`src/rtl/ivr_pkg.sv`:
```
package ivr_pkg;
  localparam int WORD_W   = 64;
  localparam int BUSY_POS = 5;
  localparam int TAG_POS  = 6;
  localparam logic [4:0] SRC_TAG = 5'h1F;
  localparam int IDX_LO   = 4;

  typedef enum logic {
    SPACE_STATUS = 1'b0,
    SPACE_DATA   = 1'b1
  } ld_space_e;

  function automatic logic [WORD_W-1:0] vec_word(input logic [WORD_W-1:0] v);
    return (WORD_W'(SRC_TAG) << TAG_POS) | v;
  endfunction
endpackage

```
`src/rtl/ivr_pick.sv`:
```
module ivr_pick #(
  parameter int NUM_VEC = 48,
  parameter int VEC_W   = $clog2(NUM_VEC)
) (
  input  logic [NUM_VEC-1:0] req,
  output logic               any,
  output logic [VEC_W-1:0]   win
);
  always_comb begin
    any = |req;
    win = '0;
    for (int i = NUM_VEC - 1; i >= 0; i--) begin
      if (req[i]) win = VEC_W'(i);
    end
  end
endmodule

```
`src/rtl/ivr_hold.sv`:
```
module ivr_hold
  import ivr_pkg::*;
#(
  parameter int NUM_VEC = 48,
  parameter int VEC_W   = $clog2(NUM_VEC)
) (
  input  logic                clk,
  input  logic                rst,
  input  logic [NUM_VEC-1:0]  req,
  input  logic                any,
  input  logic [VEC_W-1:0]    win,
  input  logic                st_en,
  input  logic                st_busy,
  output logic                busy,
  output logic [VEC_W-1:0]    cap_vec,
  output logic [WORD_W-1:0]   word0
);
  logic src_live;

  always_comb src_live = req[cap_vec];

  always_ff @(posedge clk) begin
    if (rst) begin
      busy    <= 1'b0;
      cap_vec <= '0;
      word0   <= '0;
    end else if (!busy && any) begin
      busy    <= 1'b1;
      cap_vec <= win;
      word0   <= vec_word(WORD_W'(win));
    end else if (busy && !src_live) begin
      busy <= 1'b0;
    end else if (st_en) begin
      busy <= st_busy;
    end
  end
endmodule

```
`src/rtl/ivr_rdmux.sv`:
```
module ivr_rdmux
  import ivr_pkg::*;
(
  input  logic              ld_space,
  input  logic [1:0]        idx,
  input  logic              busy,
  input  logic [WORD_W-1:0] word0,
  output logic [WORD_W-1:0] rdata
);
  localparam int NWORDS = 4;
  logic [WORD_W-1:0] bank [NWORDS];

  generate
    for (genvar g = 0; g < NWORDS; g++) begin : g_bank
      if (g == 0) begin : g_live
        assign bank[g] = word0;
      end else begin : g_zero
        assign bank[g] = '0;
      end
    end
  endgenerate

  always_comb begin
    if (ld_space == SPACE_STATUS) rdata = WORD_W'(busy) << BUSY_POS;
    else                          rdata = bank[idx];
  end
endmodule

```
`src/rtl/ivec_recv_unit.sv`:
```
module ivec_recv_unit
  import ivr_pkg::*;
#(
  parameter int NUM_VEC = 48,
  parameter int ADDR_W  = 8,
  localparam int VEC_W  = $clog2(NUM_VEC)
) (
  input  logic               clk,
  input  logic               rst,
  input  logic [NUM_VEC-1:0] vec_req,
  input  logic               st_en,
  input  logic [63:0]        st_data,
  input  logic               ld_space,
  input  logic [ADDR_W-1:0]  ld_addr,
  output logic [63:0]        ld_rdata,
  output logic               trap_req
);
  logic             any;
  logic [VEC_W-1:0] win;
  logic             busy;
  logic [VEC_W-1:0] cap_vec;
  logic [63:0]      word0;
  logic             unused_addr_bits;
  logic             unused_st_bits;

  assign unused_addr_bits = ^{ld_addr[ADDR_W-1:IDX_LO+2], ld_addr[IDX_LO-1:0]};
  assign unused_st_bits   = ^{st_data[63:BUSY_POS+1], st_data[BUSY_POS-1:0]};

  ivr_pick #(.NUM_VEC(NUM_VEC), .VEC_W(VEC_W)) pick_i (
    .req(vec_req), .any(any), .win(win)
  );

  ivr_hold #(.NUM_VEC(NUM_VEC), .VEC_W(VEC_W)) hold_i (
    .clk(clk), .rst(rst), .req(vec_req), .any(any), .win(win),
    .st_en(st_en), .st_busy(st_data[BUSY_POS]),
    .busy(busy), .cap_vec(cap_vec), .word0(word0)
  );

  ivr_rdmux rdmux_i (
    .ld_space(ld_space), .idx(ld_addr[IDX_LO+1:IDX_LO]),
    .busy(busy), .word0(word0), .rdata(ld_rdata)
  );

  assign trap_req = busy;
endmodule

```
`config.mk`:
```
export PLATFORM = sky130hd
export DESIGN_NAME = ivec_recv_unit
export DESIGN_NICKNAME = d
export VERILOG_FILES = /design/src/rtl/ivr_pkg.sv /design/src/rtl/ivr_pick.sv /design/src/rtl/ivr_hold.sv /design/src/rtl/ivr_rdmux.sv /design/src/rtl/ivec_recv_unit.sv
export SDC_FILE = /design/constraint.sdc
export NUM_CORES = 1
export LEC_CHECK = 0
export BUFFER_PORTS_ARGS = -buffer_cell sky130_fd_sc_hd__buf_2
export CORE_ASPECT_RATIO = 1.75
export CORE_MARGIN = 2
export CORE_UTILIZATION = 28
export CTS_BUF_LIST = sky130_fd_sc_hd__clkbuf_8
export CTS_CLUSTER_DIAMETER = 150
export DETAILED_ROUTE_END_ITERATION = 12
export PLACE_DENSITY = 0.71
export SLEW_MARGIN = 20
export SYNTH_ARGS = -nofsm -noshare
export SYNTH_HDL_FRONTEND = slang
export SYNTH_HIERARCHICAL = 1
export SYNTH_SLANG_ARGS = --single-unit
```
`constraint.sdc`:
```
create_clock -name clk -period 5.5 [get_ports clk]
set_input_delay 0.825 -clock clk [delete_from_list [all_inputs] [get_ports clk]]
set_output_delay 0.825 -clock clk [all_outputs]
set_load 0.01 [all_outputs]
```
==> impl_metrics.toml, run 1 <==
[timing]
clock-skew-final_ps = 0.780
fin_crit_sh_pct = 52.5
fin_crit_ps = 2890
finalHoldViolCount = 0
max_freq_mhz = 347
rsz0062_at_grt = "no"
fin_tns_setup_ps = 0
drv_slew = 0
setup_viol = 0
worstMarginPinSlew_ps = 844
max-slew-margin-rel_pct = 43.6

[route]
dr_total_vias = 2134
first_pass_iters = 4
totalWireLength_um = 5570
ant_nets = 0
wire_per_inst_um = 12.0
first_iter_violations = 43
drc_errors = 0
vias_per_cell = 4.59

[worst_setup_path]
cp-end-kind = "output pin"
max_stage_delay_ps = 720
cp-start-kind = "input port"
slowest_stage = "nor3b_4"
crit_fanout = 36
crit_arrival_ps = 2060
crit_type = "in -> out"
crit_buf_inv = 2
crit_family = "simple AND/OR/NAND/NOR gates"
crit_required_ps = 4680
crit_top_cell = "buf_2"
cp_cell_sequence = "buf_2 -> nor3b_4 -> and2_2 -> buf_2"

[clocking]
post-cts-setup-buffers = 0
cts_tree = "done"
clock_latency_ps = 220
holdBufCountCts = 0
clock-root-buffer = "clkbuf_8"
postCtsResizedCells = 0
htree_levels = 1
cts_num_sinks = 8
numCtsBuffers = 3
cts_buffer_depth = 2
cts.clk_slew.worst_paths_ps = 40

[logic_synthesis]
ys_seq_elements = 8
avgSynthCellArea_um2 = 7.98
ys_types = 49
syn-instance-count = 302
synth_edf_count = 0
yosys_warnings = 6
ys_seq_area_share_pct = 6.65
synthArstFlopShare_pct = 0
synth_ff_type = "dfxtp_1"
syn_area_mm2 = 0.00241

[status]
status = "finished, final reports clean"

[power_and_ir_drop]
peakVddDrop_mv = 0.0668
power.density_mw_per_mm2 = 101
p_total_uw = 259
leakagePower_nw = 1.13

[worst_hold_path]
hold_path.class = "reg -> reg"

[floorplanning]
core_region_area_mm2 = 0.00831
start_util_pct = 29.0
dieArea_mm2 = 0.00939
die_h_um = 127
rows = 44
die_w_um = 74.1
io_pins = 189

[final_layout]
antenna_cells = 0
syn_to_final_growth_pct = 6.44
drive_gt1_share_pct = 35.7
layout.cells.most_common_list = "buf_2, conb_1, and2_2"
final_common_cell = "buf_2"
nets = 476

[grt]
grt.total_usage_pct = 10.9
antenna_found_initial = 0
grt_pass1_vias = 1855
overflow = 0
grt_max_degree = 37
grt_pass1_wl_um = 8240

[placement]
place_congestion = 0.911
dp_hpwl_um = 4780
numPortBuffers = 66

[flow_run]
maxCapViolations = 0
## final timing paths
path | start | cells after the start | slack, ps | end
hold reg to reg | hold_i/word0[6]$_SDFFE_PP0P_ | 2 | 550 | hold_i/word0[6]$_SDFFE_PP0P_
hold / removal | hold_i/word0[6]$_SDFFE_PP0P_ | 2 | 550 | hold_i/word0[6]$_SDFFE_PP0P_
setup / recovery | ld_addr[4] | 4 | 2610 | ld_rdata[0]
setup reg to reg | hold_i/cap_vec[0]$_SDFFE_PP0P_ | 5 | 3370 | hold_i/busy$_SDFFE_PP0P_
## sequential cells by signal, indices dropped and copies added (netlist names)
signal	flops
hold_i/busy	1
hold_i/cap_vec	5
hold_i/word0	2
## metrics by stage
step                hold slack [ps]  instances  area [µm²]  worst slack, ps  util (%)
global placement                532        462        2520             2620      30.4
global route                    608        465        2560             2420      30.9
finish                          548        465        2560             2610      30.9
detailed placement              543        462        2520             2550      30.4
floorplan                       507        354        2610             3050         -
CTS                             551        465        2560             2550      30.9
## cells by family (layout without fill, tap and decap cells)
group	count (synthesis)	in the layout	share of synthesized area, %
other	1	53	0.156
AND/OR/NAND/NOR	146	146	37.0
multiplexers	26	26	18.5
flip-flops	8	8	6.65
AO/OA/AOI/OAI	39	39	13.0
buffers and inverters	82	78	24.6
## where the power goes
part | internal (mW) | leakage [nW] | switching [mW]
clock network | 0.0473 | 0.0216 | 0.0213
logic | 0.0582 | 1.05 | 0.0632
registers | 0.0610 | 0.0654 | 0.00796
## metal layers
| metal | up-vias | track usage (%) | wire (µm) |
|---|---|---|---|
| met5 | - | 0 | 0 |
| met4 | 0 | 2.89 | 95 |
| met3 | 12 | 1.27 | 459 |
| met2 | 125 | 22.1 | 2980 |
| met1 | 947 | 11.1 | 2030 |
| li1 | 1050 | - | - |
## cell usage after synthesis (all sizes together), types with 3 or more instances
cell type | count | area share [%]
a2111oi | 4 | 3.1
a21oi | 6 | 1.2
a31oi | 4 | 1.0
and2 | 62 | 18
buf | 65 | 21
clkbuf | 8 | 2.4
dfxtp | 8 | 6.6
inv | 8 | 1.2
mux2i | 12 | 5.0
mux4 | 12 | 13
nand2 | 9 | 1.4
nor2 | 30 | 4.7
nor2b | 9 | 2.3
nor3 | 8 | 1.7
nor3b | 3 | 1.4
nor4 | 11 | 2.9
o21ai | 9 | 1.9
o21bai | 3 | 0.93
o31ai | 4 | 1.2
or4 | 5 | 1.7
## final cells by class
cell class                      instances  area (µm²)
Clock buffer                            3        41.3
Fill cell                             879        5750
Inverter                                8        30.0
Multi-Input combinational cell        264        1850
Sequential cell                         8         160
Tap cell                              115         144
Timing Repair Buffer                   67         338
## worst reg2reg max path: cells and delay by family, from the launching register on
kind | cells | cell delay, ps
multiplexers | 3 | 940
AO/OA/AOI/OAI | 2 | 300
flip-flops | 1 | 780
Note: power is estimated with default switching activity, not from simulation.
==> run 2, diff against run 1 <==
==> constraint.sdc (replaced) <==
create_clock -name clk -period 2.7 [get_ports clk]
set_input_delay 0.405 -clock clk [delete_from_list [all_inputs] [get_ports clk]]
set_output_delay 0.405 -clock clk [all_outputs]
set_load 0.01 [all_outputs]
==> impl_metrics.toml, run 2 (synthesis results as in run 1) <==
[status]
status = "finished, final reports clean"

[clocking]
cts_tree = "done"
holdBufCountCts = 0
clock_latency_ps = 220
postCtsResizedCells = 0
cts.clk_slew.worst_paths_ps = 40
cts_buffer_depth = 2
clock-root-buffer = "clkbuf_8"
post-cts-setup-buffers = 0
cts_num_sinks = 8
htree_levels = 1
numCtsBuffers = 3

[power_and_ir_drop]
p_clk_share_pct = 26.2
leakagePower_nw = 1.16
power.internal_uw = 343
power.density_mw_per_mm2 = 205
p_seq_share_pct = 25.8
swShare_pct = 35.6
pwr-share-comb_pct = 48.0
power.net_switching_uw = 190
peakVddDrop_mv = 0.264

[floorplanning]
start_util_pct = 29.0
rows = 44
die_h_um = 127
io_pins = 189
dieArea_mm2 = 0.00939
core_region_area_mm2 = 0.00831
die_w_um = 74.1

[timing]
worstMarginPinSlew_ps = 806
setup_viol = 0
rsz0062_at_grt = "no"
fin_crit_ps = 2150
max_freq_mhz = 464
drv_slew = 0
clock-skew-final_ps = 1.61
fin_crit_sh_pct = 79.8
finalHoldViolCount = 0
fin_tns_setup_ps = 0
fin_ws_ps = 546
max-slew-margin-rel_pct = 46.2

[worst_setup_path]
reg2reg_slack_ps = 610
r2r_end = "hold_i/busy$_SDFFE_PP0P_"
cp-start-kind = "input port"
rr_startpoint = "hold_i/cap_vec[0]$_SDFFE_PP0P_"
crit_required_ps = 2800
crit_fanout = 8
reg2reg_depth = 5
crit_type = "in -> reg"
crit_arrival_ps = 2250
cp-end-kind = "flip-flop"

[route]
drc_errors = 0
ant_nets = 0
highest_layer = "met4"
m1WireLength_um = 2150
totalWireLength_um = 5630
vias_per_cell = 4.53
dr_total_vias = 2127
wl_met3_um = 400
first_pass_iters = 4
first_iter_violations = 78
wl_met2_um = 2940
wire_per_inst_um = 12.0

[final_layout]
top_regs = "hold_i/cap_vec: 5 flops, hold_i/word0: 2 flops, hold_i/busy: 1 flops"
fin_cells = 470
antenna_cells = 0
layout.cells.most_common_list = "buf_2, conb_1, and2_2"
largest_register_ffs = 5
nets = 481
max_flop_register = "hold_i/cap_vec"
syn_to_final_growth_pct = 8.00
final_common_cell = "buf_2"
drive_gt1_share_pct = 36.6
n_fill_cell = 877

[worst_hold_path]
hp-start = "rst"
min_to = "hold_i/word0[6]$_SDFFE_PP0P_"
hold_path.class = "in -> reg"
min_path_cells = 2

[grt]
overflow = 0
grt_pass1_vias = 1823
antenna_found_initial = 0
grt_pass1_wl_um = 8230
grt.total_usage_pct = 10.9
grt_max_degree = 27

[placement]
dp_cells = 467
numPortBuffers = 66
dp_slack_ps = 311
dp_hpwl_um = 4860
place_congestion = 0.891

[flow_run]
maxCapViolations = 0
==> run 2: cell count changes in the layout (fill, tap and decap cells not counted) <==
| cell | delta |
|---|---|
| buf_4 | +5 |
==> run 2: layout make-up <==
| class | count | area, µm² | share of cell area (%) |
|---|---|---|---|
| timing repair buffer | 72 | 375 | 14.4 |
| sequential | 8 | 160 | 6.15 |
| tap | 115 | 144 | 5.53 |
| inverter | 8 | 30.0 | 1.15 |
| multi-input combinational | 264 | 1850 | 71.2 |
| clock buffer | 3 | 41.3 | 1.59 |
==> run 2: critical path: stages <==
cell and delay [ps]:
buf_2 120, or4_1 560, nor2_1 190, nand3_1 140
nor2_1 150, nand2_1 60, nor2b_1 260, a211oi_1 320
a211oi_2 50
==> run 2: power groups by stage <==
stage / combinational, mW / sequential (mW) / clock, mW
CTS: 0.254 / 0.138 / 0.141
global placement: 0.248 / 0.139 / 0
finish: 0.256 / 0.138 / 0.140
detailed placement: 0.254 / 0.140 / 0
global route: 0.285 / 0.139 / 0.146
floorplan: 0.228 / 0.133 / 0
==> run 2: how the worst max path moves through the flow <==
stage                      startpoint                  endpoint  slack (ps)  depth (start not counted)
after floorplan           vec_req[23]  hold_i/busy$_SDFFE_PP0P_         670                          9
after global placement    vec_req[23]  hold_i/busy$_SDFFE_PP0P_         350                          9
after detailed placement  vec_req[23]  hold_i/busy$_SDFFE_PP0P_         310                          9
after CTS                 vec_req[23]  hold_i/busy$_SDFFE_PP0P_         540                          9
after global routing      vec_req[15]  hold_i/busy$_SDFFE_PP0P_         400                          9
final                     vec_req[23]  hold_i/busy$_SDFFE_PP0P_         550                          9
==> run 2: per-layer routing <==
layer / track usage (%) / vias up
li1: - / 1072
met1: 11.7 / 926
met2: 21.3 / 119
met3: 1.03 / 10
met4: 3.21 / 0
met5: 0 / -
==> run 2: metrics by stage <==
stage / power [mW] / hold slack (ps) / util [%] / area, µm²
floorplan: 0.361 / 507 / - / 2610
global placement: 0.387 / 532 / 30.8 / 2560
detailed placement: 0.394 / 543 / 30.8 / 2560
CTS: 0.533 / 468 / 31.3 / 2600
global route: 0.569 / 489 / 31.3 / 2600
finish: 0.533 / 461 / 31.3 / 2600
==> run 3, diff against run 2 <==
--- a/config.mk
+++ b/config.mk
@@ -5,6 +5,7 @@
 export SDC_FILE = /design/constraint.sdc
 export NUM_CORES = 1
 export LEC_CHECK = 0
+export ABC_AREA = 1
 export BUFFER_PORTS_ARGS = -buffer_cell sky130_fd_sc_hd__buf_2
 export CORE_ASPECT_RATIO = 1.75
 export CORE_MARGIN = 2
@@ -12,7 +13,7 @@
 export CTS_BUF_LIST = sky130_fd_sc_hd__clkbuf_8
 export CTS_CLUSTER_DIAMETER = 150
 export DETAILED_ROUTE_END_ITERATION = 12
-export PLACE_DENSITY = 0.71
+export PLACE_DENSITY = 0.68
 export SLEW_MARGIN = 20
 export SYNTH_ARGS = -nofsm -noshare
 export SYNTH_HDL_FRONTEND = slang
==> constraint.sdc (replaced) <==
create_clock -name clk -period 2.1 [get_ports clk]
set_input_delay 0.315 -clock clk [delete_from_list [all_inputs] [get_ports clk]]
set_output_delay 0.315 -clock clk [all_outputs]
set_load 0.01 [all_outputs]
==> impl_metrics.toml, run 3 <==
[status]
status = "complete, but fails checks"
violations = "setup timing"

[logic_synthesis]
synth.top_cells.by_area = "nand2_1, buf_4, nand3_1"
ys_seq_elements = 8
syn_area_mm2 = 0.00288
yosys.area.top_type = "nand2_1"
avgSynthCellArea_um2 = 5.17
ys_types = 30
synth_ff_type = "dfxtp_1"
yosys_warnings = 6
syn-instance-count = 558
synth_top_area_share_pct = 19.0
synth_edf_count = 0
ys_seq_area_share_pct = 5.56
synthArstFlopShare_pct = 0
synth_most_common_cell = "nand2_1"
yosys-top-cells-count = "nand2_1, nor2_1, nand3_1"

[clocking]
clock-root-buffer = "clkbuf_8"
numCtsBuffers = 3
cts_num_sinks = 8
cts.clk_slew.worst_paths_ps = 40
cts_tree = "done"
htree_levels = 1
cts_buffer_depth = 2
clock_latency_ps = 220

[timing]
setup_viol = 2
max_freq_mhz = 377
holdWs_ps = 261
rsz0062_at_grt = "yes"
finalHoldViolCount = 0
clock-skew-final_ps = 0.634
fin_crit_ps = 2650
drv_slew = 0
fin_tns_setup_ps = -901
max-slew-margin-rel_pct = 61.1
worstMarginPinSlew_ps = 583
fin_ws_ps = -550
fin_crit_sh_pct = 126

[grt]
antenna_found_initial = 0
grt_pass1_vias = 2839
grt_max_degree = 41
overflow = 0
grt.total_usage_pct = 13.0
grt_pass1_wl_um = 12100

[power_and_ir_drop]
peakVddDrop_mv = 0.190
pwr-share-comb_pct = 62.9
leakagePower_nw = 1.89
power.internal_uw = 559
swShare_pct = 45.9
p_clk_share_pct = 16.9
power.net_switching_uw = 474
power.density_mw_per_mm2 = 321
p_seq_share_pct = 20.1

[route]
first_iter_violations = 96
first_pass_iters = 4
totalWireLength_um = 7170
ant_nets = 0
dr_total_vias = 3101
wire_per_inst_um = 9.54
drc_errors = 0
vias_per_cell = 4.12

[floorplanning]
die_w_um = 80.7
dieArea_mm2 = 0.0112
die_h_um = 138
io_pins = 189
start_util_pct = 28.3
core_region_area_mm2 = 0.0102
rows = 49

[final_layout]
nets = 751
fin_area_mm2 = 0.00322
syn_to_final_growth_pct = 11.7
max_flop_register = "hold_i/cap_vec"
layout.cells.most_common_list = "nand2_1, nor2_1, nand3_1"
antenna_cells = 0
largest_register_ffs = 5
top_regs = "hold_i/cap_vec: 5 flops, hold_i/word0: 2 flops, hold_i/busy: 1 flops"
final_common_cell = "nand2_1"
drive_gt1_share_pct = 20.8
post-route-util_pct = 31.6

[worst_hold_path]
min_to = "hold_i/word0[6]$_SDFFE_PP0P_"
hp-start = "rst"
min_path_cells = 2
hold_path.class = "in -> reg"

[flow_run]
maxCapViolations = 0

[placement]
place_congestion = 0.851
place_area_mm2 = 0.00313
dp_hpwl_um = 6030
numPortBuffers = 66
dp_slack_ps = -838

[worst_setup_path]
cp-start-kind = "input port"
max_stage_delay_ps = 110
cp-end-kind = "flip-flop"
crit_arrival_ps = 2800
crit_top_cell = "nand2_1"
reg2reg_slack_ps = 580
rr_startpoint = "hold_i/cap_vec[0]$_SDFFE_PP0P_"
r2r_end = "hold_i/busy$_SDFFE_PP0P_"
crit_type = "in -> reg"
crit_fanout = 2
crit_required_ps = 2250
reg2reg_depth = 9
slowest_stage = "a21oi_2"
run 3: cell count changes after synthesis, sizes merged, moves of 7 or more:
cell / previous run / this run
nand2: 9 / 147
nand3: 2 / 98
inv: 8 / 80
nor2: 30 / 94
and2: 62 / 0
buf: 65 / 89
mux2i: 12 / 0
mux4: 12 / 0
nor2b: 9 / 0
nor4: 11 / 4
run 3: routing by layer:
metal | track usage, % | vias to the layer above | wire length, µm
met5 | 0 | - | 0
met4 | 2.50 | 0 | 120
met3 | 1.70 | 8 | 521
met2 | 26.4 | 88 | 3730
met1 | 13.5 | 1278 | 2800
li1 | - | 1727 | -
run 3: cell families (layout without fill, tap and decap cells):
kind of cell	count (synthesis)	count (layout)	share of synthesized area (%)
AOI/OAI and AO/OA	27	27	5.38
buffers and inverters	175	190	37.5
DFF	8	8	5.56
other	1	53	0.130
and+or+nand+nor	347	347	51.4
run 3: how the worst max path moves through the flow:
| stage | from | end | slack, ps |
|---|---|---|---|
| 5_1_grt | vec_req[46] | hold_i/cap_vec[0]$_SDFFE_PP0P_ | -1070 |
| 4_1_cts | vec_req[46] | hold_i/cap_vec[0]$_SDFFE_PP0P_ | -600 |
| 3_5_place_dp | vec_req[46] | hold_i/cap_vec[0]$_SDFFE_PP0P_ | -840 |
| 6_report | vec_req[46] | hold_i/cap_vec[0]$_SDFFE_PP0P_ | -550 |
| 3_3_place_gp | vec_req[46] | hold_i/cap_vec[0]$_SDFFE_PP0P_ | -810 |
| 2_1_floorplan | vec_req[46] | hold_i/cap_vec[0]$_SDFFE_PP0P_ | -450 |
run 3: final cells by class:
cell class,instances,area (µm²)
Fill cell,1239,6960
Multi-Input combinational cell,427,1850
Timing Repair Buffer,103,628
Inverter,84,378
Sequential cell,8,160
Tap cell,127,159
Clock buffer,3,41.3
run 3: critical path, delay by kind of cell:
family	cells	cell delay (ps)
AOI/OAI and AO/OA	3	280
buffers and inverters	2	120
and+or+nand+nor	45	2090
run 3: power groups by stage:
stage          clock, mW  sequential (mW)  combinational [mW]
2_1_floorplan          0            0.198               0.583
3_3_place_gp           0            0.212               0.639
3_5_place_dp           0            0.212               0.641
4_1_cts            0.180            0.210               0.651
5_1_grt            0.188            0.213               0.761
6_report           0.175            0.208               0.650
run 3: through the flow:
stage,instances,power (mW)
6_report,752,1.03
5_1_grt,752,1.16
4_1_cts,752,1.04
3_5_place_dp,748,0.853
3_3_place_gp,748,0.851
2_1_floorplan,610,0.781
run 3: timing repair:
item,CTS,global route
setup endpoints to repair,2,4
hold buffers,0,0
buffers inserted,1,0
resized for setup,8,3
pin swaps,9,1
